### config.mk
export PLATFORM = sky130hd
export DESIGN_NAME = pfvm_insn_decoder
export DESIGN_NICKNAME = d
export VERILOG_FILES = /design/src/rtl/pfvm_pkg.sv /design/src/rtl/pfvm_field_split.sv /design/src/rtl/pfvm_wide_joiner.sv /design/src/rtl/pfvm_out_stage.sv /design/src/rtl/pfvm_insn_decoder.sv
export SDC_FILE = /design/constraint.sdc
export NUM_CORES = 1
export LEC_CHECK = 0
export BUFFER_PORTS_ARGS = -buffer_cell sky130_fd_sc_hd__buf_2
export CAP_MARGIN = 20
export CORE_MARGIN = 2
export CORE_UTILIZATION = 42
export CTS_BUF_LIST = sky130_fd_sc_hd__clkbuf_8 sky130_fd_sc_hd__clkbuf_16
export CTS_CLUSTER_SIZE = 12
export DETAILED_ROUTE_END_ITERATION = 6
export GPL_ROUTABILITY_DRIVEN = 0
export GPL_TIMING_DRIVEN = 0
export SETUP_SLACK_MARGIN = 0.15
export SKIP_LAST_GASP = 1
export SLEW_MARGIN = 15
export SYNTH_ARGS = -nofsm -noshare
export SYNTH_HDL_FRONTEND = slang
export SYNTH_SLANG_ARGS = --single-unit
### constraint.sdc
create_clock -name clk -period 2.06 [get_ports clk]
set_input_delay 0.206 -clock clk [delete_from_list [all_inputs] [get_ports clk]]
set_output_delay 0.206 -clock clk [all_outputs]
set_load 0.03 [all_outputs]
### src/rtl/pfvm_pkg.sv
package pfvm_pkg;
  localparam int WORD_W = 64;
  localparam int IMM_W  = 32;
  localparam int OFF_W  = 16;
  localparam int REG_W  = 4;
  localparam int OPC_W  = 8;
  localparam int CLS_W  = 3;
  localparam int OP_W   = 4;
  localparam int WIMM_W = 2 * IMM_W;

  // Word layout, most significant field first (position is behaviour).
  typedef struct packed {
    logic [IMM_W-1:0] imm;
    logic [OFF_W-1:0] off;
    logic [REG_W-1:0] src;
    logic [REG_W-1:0] dst;
    logic [OPC_W-1:0] opc;
  } word_t;

  typedef struct packed {
    logic [CLS_W-1:0]  cls;
    logic              srcsel;
    logic [OP_W-1:0]   op;
    logic [REG_W-1:0]  dst;
    logic [REG_W-1:0]  src;
    logic [OFF_W-1:0]  off;
    logic [WIMM_W-1:0] imm;
    logic              wide;
    logic              err;
  } insn_t;

  function automatic logic [WIMM_W-1:0] sext_imm(input logic [IMM_W-1:0] v);
    return {{IMM_W{v[IMM_W-1]}}, v};
  endfunction

  function automatic logic [WIMM_W-1:0] join_imm(input logic [IMM_W-1:0] lo,
                                                 input logic [IMM_W-1:0] hi);
    return {hi, lo};
  endfunction

  function automatic logic reg_bad(input logic [REG_W-1:0] r, input int unsigned max_reg);
    return int'(r) > int'(max_reg);
  endfunction

  function automatic logic pseudo_bad(input word_t w);
    return (w.off != '0) || (w.src != '0) || (w.dst != '0) || (w.opc != '0);
  endfunction
endpackage

### src/rtl/pfvm_field_split.sv
module pfvm_field_split
  import pfvm_pkg::*;
#(
  parameter int unsigned MAX_REG = 10
) (
  input  logic [WORD_W-1:0] word,
  output word_t             fields,
  output logic              dst_bad,
  output logic              src_bad,
  output logic              rsvd_bad
);
  always_comb begin
    fields   = word_t'(word);
    dst_bad  = reg_bad(fields.dst, MAX_REG);
    src_bad  = reg_bad(fields.src, MAX_REG);
    rsvd_bad = pseudo_bad(fields);
  end
endmodule

### src/rtl/pfvm_wide_joiner.sv
module pfvm_wide_joiner
  import pfvm_pkg::*;
#(
  parameter logic [OPC_W-1:0] WIDE_OPC = 8'h18
) (
  input  logic  clk,
  input  logic  rst_n,
  input  logic  accept,
  input  word_t fields,
  input  logic  dst_bad,
  input  logic  src_bad,
  input  logic  rsvd_bad,
  output logic  emit,
  output insn_t insn,
  output logic  waiting
);
  logic  waiting_q;
  word_t held_q;
  logic  held_dst_bad_q;
  logic  first_is_wide;

  assign first_is_wide = (fields.opc == WIDE_OPC);
  assign waiting       = waiting_q;

  always_ff @(posedge clk) begin
    if (!rst_n) begin
      waiting_q      <= 1'b0;
      held_q         <= '0;
      held_dst_bad_q <= 1'b0;
    end else if (accept) begin
      if (!waiting_q && first_is_wide) begin
        waiting_q      <= 1'b1;
        held_q         <= fields;
        held_dst_bad_q <= dst_bad;
      end else begin
        waiting_q <= 1'b0;
      end
    end
  end

  always_comb begin
    emit = accept && (waiting_q || !first_is_wide);
    if (waiting_q) begin
      insn.cls    = held_q.opc[CLS_W-1:0];
      insn.srcsel = held_q.opc[CLS_W];
      insn.op     = held_q.opc[OPC_W-1:OPC_W-OP_W];
      insn.dst    = held_q.dst;
      insn.src    = held_q.src;
      insn.off    = held_q.off;
      insn.imm    = join_imm(held_q.imm, fields.imm);
      insn.wide   = 1'b1;
      insn.err    = held_dst_bad_q || rsvd_bad;
    end else begin
      insn.cls    = fields.opc[CLS_W-1:0];
      insn.srcsel = fields.opc[CLS_W];
      insn.op     = fields.opc[OPC_W-1:OPC_W-OP_W];
      insn.dst    = fields.dst;
      insn.src    = fields.src;
      insn.off    = fields.off;
      insn.imm    = sext_imm(fields.imm);
      insn.wide   = 1'b0;
      insn.err    = dst_bad || src_bad;
    end
  end


  pseudo_rsvd_chk: assert property (@(posedge clk) disable iff (!rst_n)
    (waiting_q && accept && (fields.off != '0 || fields.opc != '0)) |-> (emit && insn.err));


  wide_first_quiet_chk: assert property (@(posedge clk) disable iff (!rst_n)
    (!waiting_q && accept && fields.opc == WIDE_OPC) |=> waiting_q);
endmodule

### src/rtl/pfvm_out_stage.sv
module pfvm_out_stage
  import pfvm_pkg::*;
(
  input  logic  clk,
  input  logic  rst_n,
  input  logic  emit,
  input  insn_t insn_in,
  input  logic  out_ready,
  output logic  out_valid,
  output insn_t insn_q
);
  always_ff @(posedge clk) begin
    if (!rst_n) begin
      out_valid <= 1'b0;
      insn_q    <= '0;
    end else begin
      if (emit) begin
        out_valid <= 1'b1;
        insn_q    <= insn_in;
      end else if (out_ready) begin
        out_valid <= 1'b0;
      end
    end
  end


  out_hold_chk: assert property (@(posedge clk) disable iff (!rst_n)
    (out_valid && !out_ready) |=> (out_valid && $stable(insn_q)));


  no_overwrite_chk: assert property (@(posedge clk) disable iff (!rst_n)
    emit |-> (!out_valid || out_ready));
endmodule

### src/rtl/pfvm_insn_decoder.sv
module pfvm_insn_decoder
  import pfvm_pkg::*;
#(
  parameter int unsigned      MAX_REG  = 10,
  parameter logic [OPC_W-1:0] WIDE_OPC = 8'h18
) (
  input  logic              clk,
  input  logic              rst_n,
  input  logic              in_valid,
  output logic              in_ready,
  input  logic [WORD_W-1:0] in_word,
  output logic              out_valid,
  input  logic              out_ready,
  output logic [CLS_W-1:0]  out_cls,
  output logic              out_srcsel,
  output logic [OP_W-1:0]   out_op,
  output logic [REG_W-1:0]  out_dst,
  output logic [REG_W-1:0]  out_src,
  output logic [OFF_W-1:0]  out_off,
  output logic [WIMM_W-1:0] out_imm,
  output logic              out_wide,
  output logic              out_err
);
  word_t fields;
  logic  dst_bad, src_bad, rsvd_bad;
  logic  accept, emit, waiting;
  insn_t dec, held;

  assign in_ready = !out_valid || out_ready;
  assign accept   = in_valid && in_ready;

  pfvm_field_split #(.MAX_REG(MAX_REG)) u_split (
    .word(in_word), .fields(fields),
    .dst_bad(dst_bad), .src_bad(src_bad), .rsvd_bad(rsvd_bad)
  );

  pfvm_wide_joiner #(.WIDE_OPC(WIDE_OPC)) u_join (
    .clk(clk), .rst_n(rst_n), .accept(accept), .fields(fields),
    .dst_bad(dst_bad), .src_bad(src_bad), .rsvd_bad(rsvd_bad),
    .emit(emit), .insn(dec), .waiting(waiting)
  );

  pfvm_out_stage u_out (
    .clk(clk), .rst_n(rst_n), .emit(emit), .insn_in(dec),
    .out_ready(out_ready), .out_valid(out_valid), .insn_q(held)
  );

  assign out_cls    = held.cls;
  assign out_srcsel = held.srcsel;
  assign out_op     = held.op;
  assign out_dst    = held.dst;
  assign out_src    = held.src;
  assign out_off    = held.off;
  assign out_imm    = held.imm;
  assign out_wide   = held.wide;
  assign out_err    = held.err;


  sext_imm_chk: assert property (@(posedge clk) disable iff (!rst_n)
    (out_valid && !out_wide) |-> (out_imm[WIMM_W-1:IMM_W] == {IMM_W{out_imm[IMM_W-1]}}));


  dst_range_chk: assert property (@(posedge clk) disable iff (!rst_n)
    (out_valid && int'(out_dst) > int'(MAX_REG)) |-> out_err);


  wait_quiet_chk: assert property (@(posedge clk) disable iff (!rst_n)
    (waiting && !accept) |=> !emit || waiting || $past(accept));
endmodule

==> run summary, run 1 <==
For this design the static power due to leakage is 4.43 nW. The number of nets in the layout came out at 1013. Of the cells placed in the final design, the portion with a size suffix greater than 1 is 25.6%. The count of unique library cells instantiated by Yosys came out at 33. The number of global-route vias before repair was 6185. The number of warnings reported in the yosys synthesis log came out at 0. The area of the die came out at 18200 um^2. The top achievable clock speed came out at roughly 550 MHz. The detail-routed net length per standard cell is 18.5 um. The time the final worst path needs with I/O delays and setup came out at 1.83 ns. The remaining number of nets flagged by the antenna check after routing is 0. Entering global routing, the biggest net connects 17 pins. The number of flip-flops and latches in the synthesized netlist is between 150 and 200.

In the final timing run, aggregate negative setup slack is 0 ns. The power per cell area came out at 915 nW/um^2. Detailed placement finished with a half-perimeter wire length of 15.7 mm. The number of input and output port buffers inserted came out at 166.

The worst register-to-register path has a setup slack of approximately 0.23 ns. The standard cell with the maximum stage delay on the critical path is sky130_fd_sc_hd__clkbuf_1. The number of cells on the worst reg-to-reg path is 6. sky130_fd_sc_hd__dfxtp_1 is the most common cell in the netlist. The tightest slew margin relative to the limit came out at 54.0%.

Clock tree synthesis selected as its root buffer the cell sky130_fd_sc_hd__clkbuf_16. The clock transition at the registers of the reported paths is 0.07 ns. The class of the worst hold path is in -> reg. The cell that appears most often on the critical path is sky130_fd_sc_hd__clkbuf_1. The critical path class is reg -> reg.

The number of max-cap violations is 0. The wire length reported by the detailed router is 21.8 mm. The core area came out at 16700 um^2. Hold is met by 0.0611 ns. The boundary pin count is 168. The growth of design area from synthesis to finish came out at 24.9%. For this run, the leading register cell type out of synthesis is sky130_fd_sc_hd__dfxtp_1.

The width of the die came out at 135 um. The max-slew violation count is 0. The run finished with clean final reports.

The clock drives 165 sinks. In the synthesized netlist, the number of instances is 760. The post-synthesis area per instance is 9.48 um^2. Setup repair after global routing could not meet its margin everywhere. The fraction of post-synthesis cell area in the top cell type by area came out at about 46%. Synthesis produced a netlist with a net count of 828. The CTS tree is yes. For this block, the initial DRC count from the detailed router was 529. The final-report setup violation count came out at 0.

Along the worst path, the maximum fanout reaches 10. The endpoint identified for the worst register-to-register timing path is u_out.insn_q[43]. The end of the worst hold path is u_out.insn_q[65].

The die boundary height is 135 um. The share of the yosys chip area belonging to registers came out at 45.8%. TritonCTS created 17 clock buffers. Walking the worst path, the cells encountered are nor2b_1 > nand4_1 > clkbuf_1 > clkbuf_1 > nand3_1 > o211a_1. The worst setup path is launched from a flip-flop.

The H-tree depth reported by CTS is 4. The proportion of register bits with asynchronous set or reset after synthesis came out at 0%. Summing over every cut layer, the via total after detailed routing is 6553. The area of the mapped netlist came out at 7210 um^2. Once the floorplan was initialized, standard cells occupied 43.1% of the core.

On the final layout, the worst clock skew is roughly 0.0074 ns. Using the TritonRoute via totals, the vias-per-cell ratio works out to 5.56. The maximum cell stage delay along the critical path is around 0.43 ns. The worst slack at placement is around 0.088 ns. The worst hold path passes through 3 cells. The deepest clock path buffer count came out at 2. The number of failing hold endpoints at the final stage is 0.

In this run the post-CTS setup repair buffer count came out at 0. The data arrival time of the critical path is 2.15 ns. The first TritonRoute pass finished after 4 iterations.

For this run, design rule violations remaining after detail routing come to 0. Of all cell types, the one taking the most synthesized area is sky130_fd_sc_hd__dfxtp_1. In this run, synthesis inferred 0 flip-flops with an integrated enable.

0 antenna diodes ended up in the layout. The clock latency of the later-clocked register in the worst-skew pair is ~0.42 ns. The critical path starts at u_join.waiting. The required time at the endpoint of the critical path came out at between 2 and 2.5 ns. The worst path setup slack after routing came out at around 0.23 ns. Hold repair after CTS inserted 0 buffers. The site row count came out at 47. STA classifies the critical path endpoint as a flip-flop. The commonest cells after synthesis are sky130_fd_sc_hd__dfxtp_1, sky130_fd_sc_hd__nand3_1, sky130_fd_sc_hd__o211a_1, sky130_fd_sc_hd__clkbuf_1, sky130_fd_sc_hd__mux2i_1. The number of antenna violations at the first check in global routing came out at 0. The ratio of final minimum period to clock period came out at about nine tenths.

Sorting the synthesized cells by area gives the leading types as sky130_fd_sc_hd__dfxtp_1, sky130_fd_sc_hd__o211a_1, sky130_fd_sc_hd__nand3_1. The worst register-to-register path begins at u_join.waiting. The largest vdd supply drop is 0.597 mV.

Global routing used 23.9% of the available tracks. The first-pass GRT wire length came out at 34.0 mm. In this run the most critical hold path is launched from in_word[63]. At the pin with the least slew margin, the transition time is 0.689 ns. The overall overflow remaining after global route is 0.
-- flip-flops by register name, summed over array words and instances (netlist names) --
signal / count
u_out.insn_q: 98
u_join.held_q: 64
u_join.held_dst_bad_q: 1
u_join.waiting: 1
u_out.out_valid: 1
-- worst max-delay path: cells and delay by family (launching register included) --
| kind | cells | cell delay (ns) |
|---|---|---|
| buffers and inverters | 2 | 0.85 |
| DFF | 1 | 0.33 |
| AOI/OAI and AO/OA | 1 | 0.16 |
| and+or+nand+nor | 3 | 0.38 |
-- area by class of cell --
cell class / count / area (um^2)
Sequential cell: 165 / 3300
Timing Repair Buffer: 166 / 831
Inverter: 1 / 3.75
Fill cell: 1636 / 7700
Clock buffer: 18 / 439
Buffer: 90 / 429
Clock inverter: 14 / 209
Tap cell: 220 / 275
Multi-Input combinational cell: 504 / 3510
-- timing repair --
item,CTS,global route
gates resized for setup,3,51
endpoints found under the setup margin,34,111
hold endpoints to repair,0,0
-- worst max-delay path by stage --
stage	to	slack [ns]	cells past startpoint
floorplan	u_out.insn_q[2]	0.32	6
global placement	u_out.insn_q[76]	0.06	7
detailed placement	u_out.insn_q[76]	0.09	7
CTS	u_out.insn_q[76]	0.16	5
global route	u_out.insn_q[61]	0.15	6
finish	u_out.insn_q[43]	0.23	6
-- logic make-up (layout without fill, tap and decap cells) --
logic type | after synthesis | count (layout) | share of synthesized area (%)
compound gates | 254 | 254 | 26.4
mux | 62 | 62 | 8.61
buf+inv | 91 | 289 | 5.49
flops | 165 | 165 | 45.8
simple gates | 188 | 188 | 13.7
-- cells in the final DEF, fill, tap and decap left out, types with 6 or more instances in the layout --
cell                        instances
sky130_fd_sc_hd__o21ai_0           61
sky130_fd_sc_hd__clkbuf_1          38
sky130_fd_sc_hd__mux2i_1           62
sky130_fd_sc_hd__clkbuf_2          29
sky130_fd_sc_hd__o211a_1           94
sky130_fd_sc_hd__nor4_1             6
sky130_fd_sc_hd__nand3_1          153
sky130_fd_sc_hd__buf_2            177
sky130_fd_sc_hd__clkbuf_16         17
sky130_fd_sc_hd__dfxtp_1          165
sky130_fd_sc_hd__a21oi_1           35
sky130_fd_sc_hd__a21boi_0          56
sky130_fd_sc_hd__buf_1              6
sky130_fd_sc_hd__and3_1             6
-- through the flow --
stage	instances	util, %	instance area (um^2)	total power, mW
CTS	1178	53.7	8970	8.29
global placement	1146	49.8	8310	4.79
detailed placement	1146	49.8	8310	4.80
floorplan	760	-	7210	4.34
global route	1178	53.9	9000	8.54
finish	1178	53.9	9000	8.24
-- routing by layer --
layer,vias up,global-route usage (%),share of wire (%)
li1,3197,-,-
met1,3158,33.6,48
met2,185,36.6,45
met3,13,5.89,6.1
met4,0,6.77,1.0
met5,-,0,0
-- where the power goes --
part           internal, mW  switching, mW  total, mW  leakage, nW
Combinational         0.440          0.859       1.30         2.76
Sequential             3.35         0.0852       3.44         1.35
Clock                  2.18           1.33       3.50        0.313
No activity file was read; power rests on OpenSTA's default activity.
==> run 2: changes to the inputs <==
--- a/config.mk
+++ b/config.mk
@@ -5,15 +5,16 @@
 export SDC_FILE = /design/constraint.sdc
 export NUM_CORES = 1
 export LEC_CHECK = 0
-export BUFFER_PORTS_ARGS = -buffer_cell sky130_fd_sc_hd__buf_2
 export CAP_MARGIN = 20
 export CORE_MARGIN = 2
 export CORE_UTILIZATION = 42
 export CTS_BUF_LIST = sky130_fd_sc_hd__clkbuf_8 sky130_fd_sc_hd__clkbuf_16
 export CTS_CLUSTER_SIZE = 12
 export DETAILED_ROUTE_END_ITERATION = 6
+export DONT_BUFFER_PORTS = 1
 export GPL_ROUTABILITY_DRIVEN = 0
 export GPL_TIMING_DRIVEN = 0
+export PLACE_DENSITY_LB_ADDON = 0.08
 export SETUP_SLACK_MARGIN = 0.15
 export SKIP_LAST_GASP = 1
 export SLEW_MARGIN = 15
==> constraint.sdc (replaced) <==
create_clock -name clk -period 1.55 [get_ports clk]
set_input_delay 0.155 -clock clk [delete_from_list [all_inputs] [get_ports clk]]
set_output_delay 0.155 -clock clk [all_outputs]
set_load 0.03 [all_outputs]
==> run summary, run 2 (synthesis gave the netlist of run 1 again) <==
The clock net sink count came out at 165 (unchanged). The number of global-route vias before repair came to 6716 (+8.6%). The worst hold path depth is 3 (unchanged).

CTS placed an instance of sky130_fd_sc_hd__clkbuf_16 at the clock tree root. The post-route clock skew is 0.00591 ns (-0.00145 ns). The number of flip-flops in the largest register came out at 98 (unchanged). The boundary pin count was 168 (unchanged). The clock latency of the later-clocked register in the worst-skew pair came to 0.42 ns (about the same). The run finished, with violations left. The end of the worst hold path is u_out.insn_q[50].

The leakage component of the power came out at 4.35 nW (-1.9%). The site row count is 47 (unchanged). The remaining design rule violation count was 1 (+1). The ratio of final minimum period to clock period is 96.3% (+7.3 points). Ranked by flip-flop count, first place goes to u_out.insn_q. The power per cell area is 1120 nW/um^2 (+23%). The number of nets in the layout came to 926 (-8.6%).

The max-slew violation count is 0 (unchanged). The worst path setup slack after routing is 0.0580 ns (-0.170 ns). The width of the die came to 135 um (unchanged).

The global-route met1 utilization came out at 34.1% (+0.55 points). The number of vias after detailed routing is 6554 (+0.015%). Setup repair after global routing could not meet its margin everywhere. The share of layout cells above drive strength 1 came out at 17.8% (-7.8 points). The number of DRC violations after detailed-routing iteration 0 came out at 460 (-13%). The worst setup path is captured at a flip-flop. The data arrival time of the critical path came out at 1.80 ns (-0.35 ns). The global-route met3 utilization is 7.06% (+1.2 points).

The per-cell via count in the routed design is 6.01 (+8.0%). The number of input and output port buffers inserted is 0 (-100%). The wire length reported by the detailed router is 24.6 mm (+13%). The min-delay analysis places its worst path in the category in -> reg. The required time at the endpoint of the critical path came out at 1.86 ns (-0.52 ns).

The number of failing hold endpoints at the final stage came out at 0 (unchanged). The core area is 16700 um^2 (unchanged). The largest fanout of any net on the critical path is 5 (-5). The area of the die is 18200 um^2 (unchanged). The number of search-and-repair iterations in the first detailed-routing pass was 7 (+3). The sort of element at the start of the critical path is a flip-flop. The top cell types in the final layout, fill and taps aside, are sky130_fd_sc_hd__dfxtp_1, sky130_fd_sc_hd__nand3_1, sky130_fd_sc_hd__o211a_1. The total track usage is 26.4% (+2.5 points). The maximum number of pins on one net before global-route repair is 17 (unchanged).

The detail-routed net length per standard cell is 22.5 um (+22%). The top achievable clock speed is 670 MHz (+23%). The clock buffer count from CTS came out at 17 (unchanged). The transition time at the pin with the least slew margin came out at 0.655 ns (-0.0339 ns). The number of max-cap violations is 0 (unchanged). The deepest clock path buffer count is 2 (unchanged). The H-tree depth reported by CTS came out at 4 (unchanged). The overall power of the completed layout is 10.9 mW (+32%). The final cell utilization of the core came out at 57.9% (+4.0 points). The worst-case reg-to-reg path depth is 7 (+1). The CTS tree is yes.

The half-perimeter wire length after placement is 16.3 mm (+3.8%). The final reports fail on design-rule violations. In this run the critical register-to-register path is captured at u_out.insn_q[93]. The final-report setup violation count was 0 (unchanged). The first-pass GRT wire length is 37.5 mm (+11%).

In the final layout, the registers with the most flip-flops are u_out.insn_q: 98 flops, u_join.held_q: 64 flops. The largest vdd supply drop came to 0.812 mV (+36%). The overall overflow remaining after global route was 0 (unchanged).

The final antenna diode count came out at 0 (unchanged). The source of the worst hold timing path is in_word[48]. After global routing, the most crowded layer is met2.

The worst setup path is of the reg -> reg kind. The time the final worst path needs with I/O delays and setup is 1.49 ns (-0.340 ns). The tightest slew margin relative to the limit came out at 56.3% (+2.3 points). The met2 demand-to-capacity share in global routing came out at 43.1% (+6.5 points). From synthesis to final layout, the design area changed by 34.2%.

The clock transition at the registers of the reported paths is 0.06 ns (about the same). The initial core utilization came out at 43.1% (unchanged). The library cell used most frequently in the layout, excluding fill and tap cells, is sky130_fd_sc_hd__dfxtp_1. The die boundary height is 135 um (unchanged). The number of antenna violations at the first check in global routing came out at 0 (unchanged). The worst slack at placement is -0.440 ns (-0.528 ns).

The remaining number of nets flagged by the antenna check after routing is 0 (unchanged). The flop-to-flop setup slack came out at 0.06 ns (-0.17 ns). The launch point of the worst reg-to-reg path is u_join.waiting.
[run 2: power by group]
part	switching (mW)	internal, mW	leakage, nW
Combinational	0.659	0.690	2.69
Sequential	0.578	4.46	1.35
Clock	1.74	2.73	0.304
[run 2: critical path: stages, from the launching register on]
cell and delay (ns):
sky130_fd_sc_hd__dfxtp_2 0.34, sky130_fd_sc_hd__nor2b_4 0.12, sky130_fd_sc_hd__and4_4 0.23, sky130_fd_sc_hd__buf_6 0.12, sky130_fd_sc_hd__nor2_4 0.06, sky130_fd_sc_hd__buf_6 0.15, sky130_fd_sc_hd__clkbuf_16 0.16, sky130_fd_sc_hd__o211a_1 0.20
[run 2: cell type report]
cell class / count / area, um^2
fillers: 1454 / 7030
inverters: 1 / 3.75
plain buffers: 90 / 895
clock inverters: 14 / 186
clock buffers: 18 / 439
multi-input cells: 504 / 3650
well taps: 220 / 275
flip-flops and latches: 165 / 3310
repair buffers: 79 / 918
[run 2: metal layers]
layer | share of wire [%] | vias to the layer above
li1 | - | 3046
met1 | 42 | 3216
met2 | 47 | 254
met3 | 8.4 | 38
met4 | 2.0 | 0
met5 | 0 | -
[run 2: what timing repair did]
| item | 4_1_cts | 5_1_grt |
|---|---|---|
| buffers inserted | 8 | 1 |
| resized for setup | 172 | 110 |
| endpoints found under the hold margin | 59 | 0 |
| endpoints found under the setup margin | 165 | 165 |
| hold buffers | 56 | 0 |
| pin swaps | 4 | 16 |
| gates cloned | 8 | 6 |
[run 2: per-stage QoR]
| stage | cells | TNS [ns] | hold slack, ns | area (um^2) |
|---|---|---|---|---|
| 6_report | 1091 | 0 | 0.00589 | 9670 |
| 5_1_grt | 1091 | 0 | 0.0192 | 9670 |
| 4_1_cts | 1084 | 0 | 0.00219 | 9380 |
| 3_5_place_dp | 980 | -37.74 | 0.315 | 7520 |
| 3_3_place_gp | 980 | -33.00 | 0.308 | 7520 |
| 2_1_floorplan | 760 | 0 | 0.306 | 7240 |
[run 2: how the worst max path moves through the flow]
stage	endpoint	slack (ns)	startpoint	depth (start not counted)
global placement	u_out.insn_q[15]	-0.43	u_join.waiting	6
global route	u_join.held_q[34]	0.02	u_join.waiting	7
finish	u_out.insn_q[93]	0.06	u_join.waiting	7
CTS	u_out.insn_q[75]	0.10	u_join.waiting	7
detailed placement	u_out.insn_q[15]	-0.44	u_join.waiting	6
floorplan	u_out.insn_q[2]	0.17	in_word[1]	7
==> run 3: changes to the inputs <==
--- a/config.mk
+++ b/config.mk
@@ -20,4 +20,5 @@
 export SLEW_MARGIN = 15
 export SYNTH_ARGS = -nofsm -noshare
 export SYNTH_HDL_FRONTEND = slang
+export SYNTH_HIERARCHICAL = 1
 export SYNTH_SLANG_ARGS = --single-unit
==> run summary, run 3 <==
The remaining design rule violation count came out at 0 (-1). The wire length reported by the detailed router was 20.9 mm (-15%). The die boundary height is 141 um (+4.7%). The fraction of post-synthesis cell area in the top cell type by area came out at 41.7% (-4.2 points). The number of antenna violations at the first check in global routing came to 0 (unchanged).

The number of global-route vias before repair came out at 5934 (-12%). The number of enable flip-flop cells after synthesis is 0 (unchanged). The clock buffer count from CTS came out at 17 (unchanged). The remaining number of nets flagged by the antenna check after routing is 0 (unchanged). The share of layout cells above drive strength 1 is 23.3% (+5.5 points).

The nature of the critical path endpoint is a flip-flop. The number of nets in the synthesized netlist came out at 892 (+7.7%). The post-route clock skew is 0.0220 ns (+0.0161 ns).

Sorting the synthesized cells by area gives the leading types as sky130_fd_sc_hd__dfxtp_1, sky130_fd_sc_hd__mux2i_1, sky130_fd_sc_hd__mux2_2. The time the final worst path needs with I/O delays and setup came to 1.81 ns (+0.323 ns). The clock latency of the later-clocked register in the worst-skew pair came to 0.43 ns (about the same). The final worst hold slack is 0.0110 ns (+0.00514 ns).

The max-slew violation count came to 0 (unchanged). The number of nets in the layout came out at 976 (+5.4%). The top achievable clock speed is 551 MHz (-18%). The number of warnings reported in the yosys synthesis log came to 6 (+6). The leakage component of the power is 4.42 nW (+1.8%). The number of flip-flops in the largest register is 98 (unchanged). The worst slack at placement came out at -0.538 ns (-0.0974 ns). STA classifies the critical path startpoint as a flip-flop.

The number of DRC violations after detailed-routing iteration 0 came out at 180 (-61%). The design area is 9740 um^2 (+0.69%). The final cell utilization of the core is 52.4% (-5.5 points).

The share of the yosys chip area belonging to registers is 41.7% (-4.2 points). The required time at the endpoint of the critical path came out at 1.86 ns (about the same). Among all cell types in the netlist, the one instantiated most often is sky130_fd_sc_hd__nand2_1. The final antenna diode count is 0 (unchanged). The setup path with the least slack is of type reg -> reg. The per-cell via count in the routed design came out at 4.95 (-18%).

The overall overflow remaining after global route came out at 0 (unchanged). The detail-routed net length per standard cell is 18.1 um (-20%). The worst path setup slack after routing came out at -0.265 ns (-0.323 ns). The growth of design area from synthesis to finish is 22.9%. The first-pass GRT wire length came out at 32.3 mm (-14%).

The data arrival time of the critical path came to 2.13 ns (+0.33 ns). Setup repair after global routing could not meet its margin everywhere. Leaving out fill and tap cells, the most frequent cell in the layout is sky130_fd_sc_hd__nand2_1.

The proportion of register bits with asynchronous set or reset after synthesis is 0% (unchanged). The number of vias after detailed routing is 5719 (-13%). The width of the die came out at 141 um (+4.7%). The boundary pin count came to 168 (unchanged). The number of instances in the synthesized netlist is 824 (+8.4%). CTS placed an instance of sky130_fd_sc_hd__clkbuf_16 at the clock tree root. Ranked by instance count, the synthesized netlist is headed by sky130_fd_sc_hd__nand2_1, sky130_fd_sc_hd__dfxtp_1, sky130_fd_sc_hd__mux2i_1, sky130_fd_sc_hd__nor2b_1, sky130_fd_sc_hd__buf_4. The area of the die is 20000 um^2 (+9.7%). The placement-stage cell area is 8280 um^2 (+10%). The clock transition at the registers of the reported paths came out at 0.06 ns (about the same).

The transition time at the pin with the least slew margin is 0.583 ns (-0.0728 ns). The ratio of final minimum period to clock period came to 117% (+21 points). The site row count was 50 (+6.4%). TritonCTS built the clock tree. The cell taking the most area after synthesis is sky130_fd_sc_hd__dfxtp_1. The number of search-and-repair iterations in the first detailed-routing pass came out at 4 (-3). The number of max-cap violations is 0 (unchanged).

The half-perimeter wire length after placement came out at 14.5 mm (-11%). The checks that failed: negative setup slack. The H-tree depth reported by CTS is 4 (unchanged). The core area came out at 18600 um^2 (+11%). In the final layout, the registers with the most flip-flops are u_out/insn_q: 98 flops, u_join/held_q: 64 flops.

The tightest slew margin relative to the limit came out at 60.8% (+4.5 points). The initial core utilization is 42.6% (-0.50 points). The class of the worst hold path is in -> reg. The clock net sink count was 165 (unchanged). The sum of negative setup slack is -30.35 ns (-30.35 ns). The number of flip-flops and latches in the synthesized netlist came out at 165 (unchanged). The largest fanout of any net on the critical path is 7 (+2).

The largest vdd supply drop came to 0.766 mV (-5.6%). The count of unique library cells instantiated by Yosys is 27 (-18%). The final-report setup violation count is 165 (+165). For this run, the leading register cell type out of synthesis is sky130_fd_sc_hd__dfxtp_1.

The power per cell area came out at 1090 nW/um^2 (-3.0%). The number of failing hold endpoints at the final stage came out at 0 (unchanged). The total track usage came out at 21.0% (-5.5 points). The flow ran to the end, but the final reports show violations.

The maximum number of pins on one net before global-route repair is 17 (unchanged). The post-synthesis area per instance is 9.62 um^2 (+1.4%). The number of input and output port buffers inserted came out at 0 (unchanged). u_out/insn_q holds more flip-flops than any other register.

The top cell types in the final layout, fill and taps aside, are sky130_fd_sc_hd__nand2_1, sky130_fd_sc_hd__dfxtp_1, sky130_fd_sc_hd__mux2i_1. The area of the mapped netlist came out at 7920 um^2 (+10%). The deepest clock path buffer count came out at 2 (unchanged).
-- run 3: cell count changes in the layout (fill, tap and decap cells not counted), sizes merged, moves of 23 or more --
cell    previous run  this run
o211a             94         0
nand2              5       179
nand3            153         1
mux2               0        63
mux2i             62       155
a21oi             35         3
a21boi            59         3
clkbuf            71        48
o21ai             61         0
nor2b              2       101
buf               59       105
-- run 3: per-layer routing --
metal	vias to the layer above	share of wire [%]	GRT usage, %
met2	142	47	35.5
met5	-	0	0
li1	2824	-	-
met4	0	1.8	6.89
met3	23	6.3	6.72
met1	2730	45	25.2
-- run 3: metrics by stage --
| step | power, mW | instances |
|---|---|---|
| 2_1_floorplan | 5.66 | 824 |
| 4_1_cts | 10.7 | 1151 |
| 3_3_place_gp | 5.86 | 1058 |
| 5_1_grt | 11.0 | 1155 |
| 3_5_place_dp | 5.88 | 1058 |
| 6_report | 10.6 | 1155 |
-- run 3: kinds of logic after synthesis --
family	count (synthesis)	synth area share, %
multiplexers	218	28.5
buffers and inverters	126	10.4
AND/OR/NAND/NOR	307	18.7
AO/OA/AOI/OAI	8	0.679
flip-flops	165	41.7
-- run 3: repair_timing --
| item | in CTS | in global routing |
|---|---|---|
| setup endpoints to repair | 165 | 165 |
| pin swaps | 1 | 2 |
| gates cloned | 2 | 3 |
| endpoints found under the hold margin | 53 | 0 |
| buffers inserted | 6 | 1 |
| gates resized for setup | 20 | 10 |
| hold buffers | 53 | 0 |
-- run 3: worst paths after layout --
check                           cells past startpoint           endpoint  slack [ns]         startpoint
worst min-delay path                                3  u_join/held_q[53]        0.01        in_word[53]
worst max register to register                      9   u_out/insn_q[91]       -0.26    u_out/out_valid
worst max-delay path                                9   u_out/insn_q[91]       -0.26    u_out/out_valid
worst min register to register                      2  u_join/held_q[14]        0.46  u_join/held_q[14]
-- run 3: cell type report --
type                            instances  area, um^2
Tap cell                              234         293
Fill cell                            1703        8840
Sequential cell                       165        3310
Clock buffer                           19         464
Buffer                                123         927
Clock inverter                         13         178
Timing Repair Buffer                   65         718
Multi-Input combinational cell        533        3840
Inverter                                3        13.8
-- run 3: worst max-delay path: stages (launching register included) --
cell                        delay [ns]
sky130_fd_sc_hd__dfxtp_4          0.39
sky130_fd_sc_hd__nand2b_4         0.13
sky130_fd_sc_hd__and2_4           0.19
sky130_fd_sc_hd__inv_4            0.04
sky130_fd_sc_hd__a41oi_4          0.25
sky130_fd_sc_hd__buf_8            0.19
sky130_fd_sc_hd__buf_12           0.14
sky130_fd_sc_hd__clkbuf_16        0.15
sky130_fd_sc_hd__mux2i_1          0.17
sky130_fd_sc_hd__nor2b_1          0.06
-- run 3: power breakdown --
group,switching [mW],internal (mW)
registers,0.446,4.41
logic,0.509,0.648
clock network,1.76,2.83
total,2.71,7.88
